**src/rtl/ffq_pkg.sv**
```systemverilog
package ffq_pkg;

  // Kind of pointer movement requested in a cycle
  typedef enum logic [1:0] {
    MOVE_NONE = 2'b00,
    MOVE_PUSH = 2'b01,
    MOVE_POP  = 2'b10,
    MOVE_BOTH = 2'b11
  } move_e;

  function automatic int ptr_bits(input int depth);
    return (depth > 1) ? $clog2(depth) : 1;
  endfunction

  function automatic int cnt_bits(input int depth);
    return $clog2(depth + 1);
  endfunction

endpackage

```
**src/rtl/ffq_ptr.sv**
```systemverilog
module ffq_ptr #(
  parameter int DEPTH = 5,
  parameter int AW    = 3
) (
  input  logic          clk,
  input  logic          rst,
  input  logic          clr,
  input  logic          adv,
  output logic [AW-1:0] ptr,
  output logic [AW-1:0] ptr_nxt
);

  localparam logic [AW-1:0] LAST = AW'(DEPTH - 1);

  logic [AW-1:0] ptr_q;
  logic [AW-1:0] ptr_inc;

  // Wrap explicitly so non-power-of-two depths stay inside the ring
  always_comb begin
    if (ptr_q == LAST) ptr_inc = '0;
    else               ptr_inc = ptr_q + AW'(1);
  end

  always_comb begin
    if (rst || clr) ptr_nxt = '0;
    else if (adv)   ptr_nxt = ptr_inc;
    else            ptr_nxt = ptr_q;
  end

  always_ff @(posedge clk) begin
    ptr_q <= ptr_nxt;
  end

  assign ptr = ptr_q;

endmodule

```
**src/rtl/ffq_store.sv**
```systemverilog
module ffq_store #(
  parameter int DEPTH     = 5,
  parameter int WIDTH     = 8,
  parameter int AW        = 3,
  parameter bit SYNC_READ = 1'b1
) (
  input  logic             clk,
  input  logic             we,
  input  logic [AW-1:0]    waddr,
  input  logic [WIDTH-1:0] wdata,
  input  logic [AW-1:0]    raddr,
  input  logic [AW-1:0]    raddr_nxt,
  output logic [WIDTH-1:0] rdata
);

  logic [WIDTH-1:0] mem [DEPTH];

  always_ff @(posedge clk) begin
    if (we) mem[waddr] <= wdata;
  end

  generate
    if (SYNC_READ) begin : g_sync
      // Read one cycle ahead at the next head address; forward a write
      // that lands on that address in the same cycle.
      logic [WIDTH-1:0] rd_q;
      always_ff @(posedge clk) begin
        if (we && (waddr == raddr_nxt)) rd_q <= wdata;
        else                            rd_q <= mem[raddr_nxt];
      end
      assign rdata = rd_q;
      logic unused_raddr;
      assign unused_raddr = ^raddr;
    end else begin : g_comb
      assign rdata = mem[raddr];
      logic unused_nxt;
      assign unused_nxt = ^raddr_nxt;
    end
  endgenerate

endmodule

```
**src/rtl/ffq_ctrl.sv**
```systemverilog
module ffq_ctrl
  import ffq_pkg::*;
#(
  parameter int DEPTH = 5,
  parameter int AW    = 3,
  parameter int CW    = 3
) (
  input  logic          clk,
  input  logic          rst,
  input  logic          flush,
  input  logic          in_valid,
  input  logic          out_ready,
  input  logic [AW-1:0] wptr,
  input  logic [AW-1:0] rptr,
  output logic          in_ready,
  output logic          out_valid,
  output logic          push,
  output logic          pop,
  output logic [CW-1:0] count
);

  logic  wrapped_q;
  logic  same_slot;
  logic  full;
  logic  empty;
  move_e move;

  assign same_slot = (wptr == rptr);
  assign full      = same_slot && wrapped_q;
  assign empty     = same_slot && !wrapped_q;

  assign in_ready  = !full;
  assign out_valid = !empty;

  // Stored writes are suppressed during flush; a read handshake is not
  assign push = in_valid && !full && !flush;
  assign pop  = out_ready && !empty;

  assign move = move_e'({pop, push});

  always_ff @(posedge clk) begin
    if (rst || flush) begin
      wrapped_q <= 1'b0;
    end else begin
      case (move)
        MOVE_PUSH: wrapped_q <= 1'b1;
        MOVE_POP:  wrapped_q <= 1'b0;
        default:   wrapped_q <= wrapped_q;
      endcase
    end
  end

  always_comb begin
    if (full)
      count = CW'(DEPTH);
    else if (wptr >= rptr)
      count = CW'(wptr) - CW'(rptr);
    else
      count = CW'(DEPTH) - CW'(rptr) + CW'(wptr);
  end

endmodule

```
**src/rtl/fifo_flush_q.sv**
```systemverilog
module fifo_flush_q
  import ffq_pkg::*;
#(
  parameter int DEPTH     = 5,
  parameter int WIDTH     = 8,
  parameter bit SYNC_READ = 1'b1,
  localparam int AW       = ptr_bits(DEPTH),
  localparam int CW       = cnt_bits(DEPTH)
) (
  input  logic             clk,
  input  logic             rst,
  input  logic             flush,
  input  logic             in_valid,
  output logic             in_ready,
  input  logic [WIDTH-1:0] in_data,
  output logic             out_valid,
  input  logic             out_ready,
  output logic [WIDTH-1:0] out_data,
  output logic [CW-1:0]    count
);

  logic          push;
  logic          pop;
  logic [AW-1:0] wptr;
  logic [AW-1:0] wptr_nxt;
  logic [AW-1:0] rptr;
  logic [AW-1:0] rptr_nxt;
  logic          unused_wnxt;

  assign unused_wnxt = ^wptr_nxt;

  ffq_ctrl #(
    .DEPTH(DEPTH),
    .AW   (AW),
    .CW   (CW)
  ) u_ctrl (
    .clk      (clk),
    .rst      (rst),
    .flush    (flush),
    .in_valid (in_valid),
    .out_ready(out_ready),
    .wptr     (wptr),
    .rptr     (rptr),
    .in_ready (in_ready),
    .out_valid(out_valid),
    .push     (push),
    .pop      (pop),
    .count    (count)
  );

  ffq_ptr #(
    .DEPTH(DEPTH),
    .AW   (AW)
  ) u_wptr (
    .clk    (clk),
    .rst    (rst),
    .clr    (flush),
    .adv    (push),
    .ptr    (wptr),
    .ptr_nxt(wptr_nxt)
  );

  ffq_ptr #(
    .DEPTH(DEPTH),
    .AW   (AW)
  ) u_rptr (
    .clk    (clk),
    .rst    (rst),
    .clr    (flush),
    .adv    (pop),
    .ptr    (rptr),
    .ptr_nxt(rptr_nxt)
  );

  ffq_store #(
    .DEPTH    (DEPTH),
    .WIDTH    (WIDTH),
    .AW       (AW),
    .SYNC_READ(SYNC_READ)
  ) u_store (
    .clk      (clk),
    .we       (push),
    .waddr    (wptr),
    .wdata    (in_data),
    .raddr    (rptr),
    .raddr_nxt(rptr_nxt),
    .rdata    (out_data)
  );

endmodule

```
**config.mk**
```make
export PLATFORM = sky130hd
export DESIGN_NAME = fifo_flush_q
export DESIGN_NICKNAME = d
export VERILOG_FILES = /design/src/rtl/ffq_pkg.sv /design/src/rtl/ffq_ptr.sv /design/src/rtl/ffq_store.sv /design/src/rtl/ffq_ctrl.sv /design/src/rtl/fifo_flush_q.sv
export SDC_FILE = /design/constraint.sdc
export NUM_CORES = 1
export LEC_CHECK = 0
export BUFFER_PORTS_ARGS = -buffer_cell sky130_fd_sc_hd__buf_4
export CAP_MARGIN = 25
export CORE_MARGIN = 5
export CORE_UTILIZATION = 40
export DETAILED_ROUTE_END_ITERATION = 6
export HOLD_SLACK_MARGIN = 0.05
export SETUP_SLACK_MARGIN = 0.02
export SYNTH_ARGS = -nofsm -noshare
export SYNTH_HDL_FRONTEND = slang
export SYNTH_SLANG_ARGS = --single-unit
```
**constraint.sdc**
```tcl
create_clock -name clk -period 3 [get_ports clk]
set_input_delay 0.3 -clock clk [delete_from_list [all_inputs] [get_ports clk]]
set_output_delay 0.3 -clock clk [all_outputs]
set_load 0.05 [all_outputs]
```
==> results of run 1 <==
==> synth_stat cells, drive strengths merged <==
cell type   n  area [um^2]
edfxtp     40         1200
nand2      28          105
ha         11          138
a21oi      10         50.1
mux4        8          180
nor2        8         30.0
dfxtp       7          140
inv         5         18.8
nor4        4         25.0
o21ai       4         20.0
buf         3         27.5
clkbuf      3         11.3
nand3b      2         18.8
a211o       1         8.76
a211oi      1         7.51
a31o        1         8.76
a31oi       1         6.26
and2        1         8.76
clkinv      1         3.75
fa          1         20.0
mux2i       1         10.0
nand2b      1         6.26
nand4       1         12.5
nand4b      1         15.0
nor2b       1         6.26
nor3        1         10.0
nor4b       1         8.76
o211a       1         10.0
or2         1         6.26
or3b        1         8.76
xnor2       1         8.76
xor2        1         8.76
==> cell type report <==
cell class / instances / area [um^2]
Fill cell: 483 / 2590
Sequential cell: 47 / 1340
Multi-Input combinational cell: 93 / 744
Timing Repair Buffer: 34 / 255
Tap cell: 70 / 87.6
Clock buffer: 6 / 72.6
Clock inverter: 1 / 30.0
Inverter: 6 / 22.5
==> path summary, 6_finish.rpt <==
check                 endpoint  slack [ns]  cells past startpoint
max                   count[2]        0.49                      8
min          u_store.mem[3][0]        0.22                      1
max reg2reg  u_store.mem[0][7]        0.80                      7
min reg2reg   u_ctrl.wrapped_q        0.55                      2
==> per-stage QoR <==
stage	worst slack (ns)	instance area, um^2	TNS, ns
after global placement	0.880	2450	0
after global routing	0.348	2550	0
after detailed placement	0.789	2450	0
after CTS	0.479	2550	0
after floorplan	-0.00880	2150	-0.281
final	0.495	2550	0
==> cell families (layout without fill, tap and decap cells) <==
group | count (synthesis) | after routing | share of synthesized area, %
and+or+nand+nor | 51 | 51 | 12.2
DFF | 47 | 47 | 62.7
AOI/OAI and AO/OA | 19 | 19 | 5.20
muxes | 9 | 9 | 8.88
buffers and inverters | 12 | 47 | 2.86
adders and majority gates | 12 | 12 | 7.36
xor gates and xnor gates | 2 | 2 | 0.818
==> state kept, by name, indices dropped and copies added (netlist names) <==
name and count:
u_rptr.ptr 3, u_ctrl.wrapped_q 1, u_wptr.ptr 3, u_store.mem 40
==> cell usage in the layout, fill, tap and decap left out, drive strengths merged, types with 2 or more instances in the layout <==
| cell | netlist | layout |
|---|---|---|
| nand2 | 28 | 28 |
| ha | 11 | 11 |
| o21ai | 4 | 4 |
| clkbuf | 3 | 6 |
| nand3b | 2 | 2 |
| buf | 3 | 34 |
| a21oi | 10 | 10 |
| inv | 5 | 5 |
| nor4 | 4 | 4 |
| edfxtp | 40 | 40 |
| mux4 | 8 | 8 |
| dfxtp | 7 | 7 |
| nor2 | 8 | 8 |
==> power by group <==
group,internal (mW),switching [mW]
logic,0.0521,0.0871
clock network,0.244,0.194
registers,0.716,0.00381
total,1.01,0.284
==> routing by layer <==
layer / global-route usage (%) / vias to the layer above
li1: - / 632
met4: 3.12 / 0
met3: 3.76 / 2
met5: 0 / -
met2: 20.3 / 29
met1: 15.2 / 625
==> impl_metrics.toml, run 1 <==
[floorplanning]
die_w_um = 83.2
core_area_um2 = 5140
start_util_pct = 41.7
die_height_um = 83.2
ios = 26
num_rows = 26
die_area_um2 = 6910

[final_layout]
syn_to_final_growth_pct = 19.3
diodes = 0
nets = 212
layout.cells.non_filler = 257
finish.utilization_pct = 49.7
drive_gt1_share_pct = 29.9

[placed_design]
gpl.final_weighted_congestion = 0.830
port_buffers = 25
hpwl_mm = 2.93
placed_cells = 250

[power]
max-vdd-ir-drop_v = 0.000340
p_per_area_nw_per_um2 = 508
p_leak_nw = 0.967
total_power_mw = 1.30

[logic_synthesis]
yosysSeqAreaShare_pct = 62.7
yosys.cell_types.count = 35
syn_inst = 152
syn_area_um2 = 2140
ys_ff_latch = 47
syn_area_per_cell_um2 = 14.1
ys_warn_count = 0
syn-num-nets = 177

[flow_run]
drv_cap = 0

[routing]
dr.pass1.iters = 4
met1_length_mm = 1.71
ant_nets = 0
maxUsedRoutingLayer = "met4"
wl_met2_mm = 2.12
wl_mm = 4.03
drt-initial-drc-count = 84
vias = 1288
met3_length_um = 186
post-route-drc-count = 0
post_drt_wl_per_cell_um = 15.7
via_per_inst = 5.01

[min_path]
hold_path.class = "in -> reg"
hold_start = "in_data[0]"

[timing]
post-route-period-util_pct = 83.5
fin_skew_ns = 0.00466
hold_viol_final = 0
slew_headroom_pct = 78.7
setup_viol = 0
rsz0062_at_grt = "no"
timing.hold.ws_ns = 0.223
drv_slew = 0
fmax_mhz = 399
worst_pin_slew_ns = 0.320
finalCriticalPeriod_ns = 2.51

[worst_setup_path]
crit_start = "u_wptr.ptr[1]"
cp_cell_sequence = "ha_1, inv_1, ha_1, xor2_1, nor2_1, a211oi_1, a31o_2, buf_4"
crit_arrival_ns = 2.21
max_stage_delay_ns = 0.51
required_ns = 2.70
cpMaxStageDelayCell = "dfxtp_1"
crit_top_cell = "ha_1"
critPathBufInv = 2
crit_fanout = 7
rr_startpoint = "u_rptr.ptr[2]"
path_class = "reg -> out"
startpoint_type = "register"
cp_top_family = "flip-flops"
endpoint_kind = "primary output"

[clocking]
clkSinkCount = 47
clk_pin_slew_ns = 0.08
cts.htree.levels = 2
cts_setup_buffers = 0
cts_root_buf = "clkbuf_8"
cts_buffers = 5
clock_latency_ns = 0.29
ctsResizeCount = 0
cts_hold_buf = 0
cts_tree = "done"
clock_path_buffers = 2

[global_routing]
globalRouteOverflowTotal = 0
antenna_found_initial = 0
grt_max_degree = 14
grt_pass1_wl_mm = 6.54
grtUsageTotal_pct = 12.1
grt_pass1_vias = 1337

[outcome]
status = "finished, final reports clean"
Note: power is estimated with default switching activity, not from simulation.
==> run 2, diff against run 1 <==
==> constraint.sdc (replaced) <==
create_clock -name clk -period 2.4 [get_ports clk]
set_input_delay 0.24 -clock clk [delete_from_list [all_inputs] [get_ports clk]]
set_output_delay 0.24 -clock clk [all_outputs]
set_load 0.05 [all_outputs]
==> impl_metrics.toml, run 2 (synthesis results as in run 1) <==
[outcome]
status = "finished, final reports clean"

[floorplanning]
num_rows = 26
die_height_um = 83.2
die_w_um = 83.2
core_area_um2 = 5140
ios = 26
die_area_um2 = 6910
start_util_pct = 41.7

[power]
power_frac_seq_pct = 54.7
p_switching_mw = 0.374
p_comb_share_pct = 11.4
max-vdd-ir-drop_v = 0.000318
p_leak_nw = 0.996
total_power_mw = 1.64
p_per_area_nw_per_um2 = 607
switching_share_pct = 22.7
clkPwrFrac_pct = 33.9
p_int_mw = 1.27

[clocking]
clock_path_buffers = 2
cts.htree.levels = 2
cts_buffers = 5
clock_latency_ns = 0.30
clkSinkCount = 47
cts_hold_buf = 0
cts_root_buf = "clkbuf_8"
clk_pin_slew_ns = 0.09
cts_tree = "done"

[timing]
fmax_mhz = 438
slew_headroom_pct = 72.1
fin_skew_ns = 0.00841
timing.hold.ws_ns = 0.146
setup_viol = 0
hold_viol_final = 0
post-route-period-util_pct = 95.1
setup_tns_ns = 0
drv_slew = 0
finalCriticalPeriod_ns = 2.28
worst_pin_slew_ns = 0.416
rsz0062_at_grt = "yes"

[global_routing]
grt_pass1_wl_mm = 7.07
grt_max_degree = 15
antenna_found_initial = 0
globalRouteOverflowTotal = 0
grtUsageTotal_pct = 13.3
grt_pass1_vias = 1364

[final_layout]
syn_to_final_growth_pct = 26.5
regMostFlops = "u_store.mem"
largest_reg_flops = 40
drive_gt1_share_pct = 36.6
final_cell_mix = "40 x edfxtp_1, 37 x buf_4, 28 x nand2_1"
diodes = 0
finish.utilization_pct = 52.7
nets = 216
final_common_cell = "edfxtp_1"
layout.cells.non_filler = 261

[worst_setup_path]
rr_worst_depth = 6
path_class = "reg -> out"
cp_top_family = "adder cells"
max_stage_delay_ns = 0.41
required_ns = 2.16
crit_fanout = 4
crit_arrival_ns = 2.04
startpoint_type = "register"
cp_cell_sequence = "inv_1, ha_1, fa_1, nand3b_1, a31o_2, buf_6"
cpMaxStageDelayCell = "fa_1"
critPathBufInv = 2
crit_cells = 6
endpoint_kind = "primary output"

[placed_design]
placed_cells = 253
port_buffers = 25
hpwl_mm = 3.08
gpl.final_weighted_congestion = 0.767

[min_path]
hold_path.class = "in -> reg"
min_delay_path_depth = 1

[flow_run]
drv_cap = 0

[routing]
via_per_inst = 5.15
wl_mm = 4.32
dr.pass1.iters = 4
post-route-drc-count = 0
drt-initial-drc-count = 56
vias = 1343
post_drt_wl_per_cell_um = 16.5
ant_nets = 0
-- run 2: cell count changes in the layout (fill, tap and decap cells not counted), moves of 2 or more --
cell    change
nor4_4      +4
nor4_1      -4
buf_4       +3
ha_1        -2
-- run 2: final timing paths --
path / from / endpoint / slack, ns
max: u_wptr.ptr[0] / count[2] / 0.12
min: in_data[3] / u_store.mem[3][3] / 0.15
max reg2reg: u_rptr.ptr[0] / u_store.mem[4][4] / 0.27
min reg2reg: u_ctrl.wrapped_q / u_ctrl.wrapped_q / 0.61
-- run 2: metal layers --
layer  track usage (%)  vias up  wire, um
met5                 0        -         0
met4              4.90        0        58
met3              3.17        6       165
met2              22.8       24      2250
met1              16.1      673      1840
li1                  -      640         -
-- run 2: metrics by stage --
step                cell area, um^2  setup WS (ns)
detailed placement             2560          0.217
global placement               2560          0.308
CTS                            2690         0.0789
finish                         2710          0.118
floorplan                      2240         0.0258
global route                   2710       0.000661
-- run 2: cell type report --
type	count	area (um^2)
flip-flops and latches	47	1340
clock buffers	5	68.8
fillers	467	2430
repair buffers	38	289
multi-input cells	93	862
inverters	6	22.5
clock inverters	2	37.5
well taps	70	87.6
-- run 2: what timing repair did --
item | CTS | global route
setup endpoints to repair | 1 | 2
gates resized for setup | 3 | 3
pin swaps | 2 | 1
setup buffers | 1 | 0
hold endpoints to repair | 0 | 0
-- run 2: power groups by stage --
stage,clock network [mW],registers [mW],logic [mW]
after CTS,0.572,0.899,0.189
after detailed placement,0,0.918,0.187
after global routing,0.599,0.900,0.201
final,0.558,0.899,0.187
after global placement,0,0.917,0.183
after floorplan,0,0.919,0.127
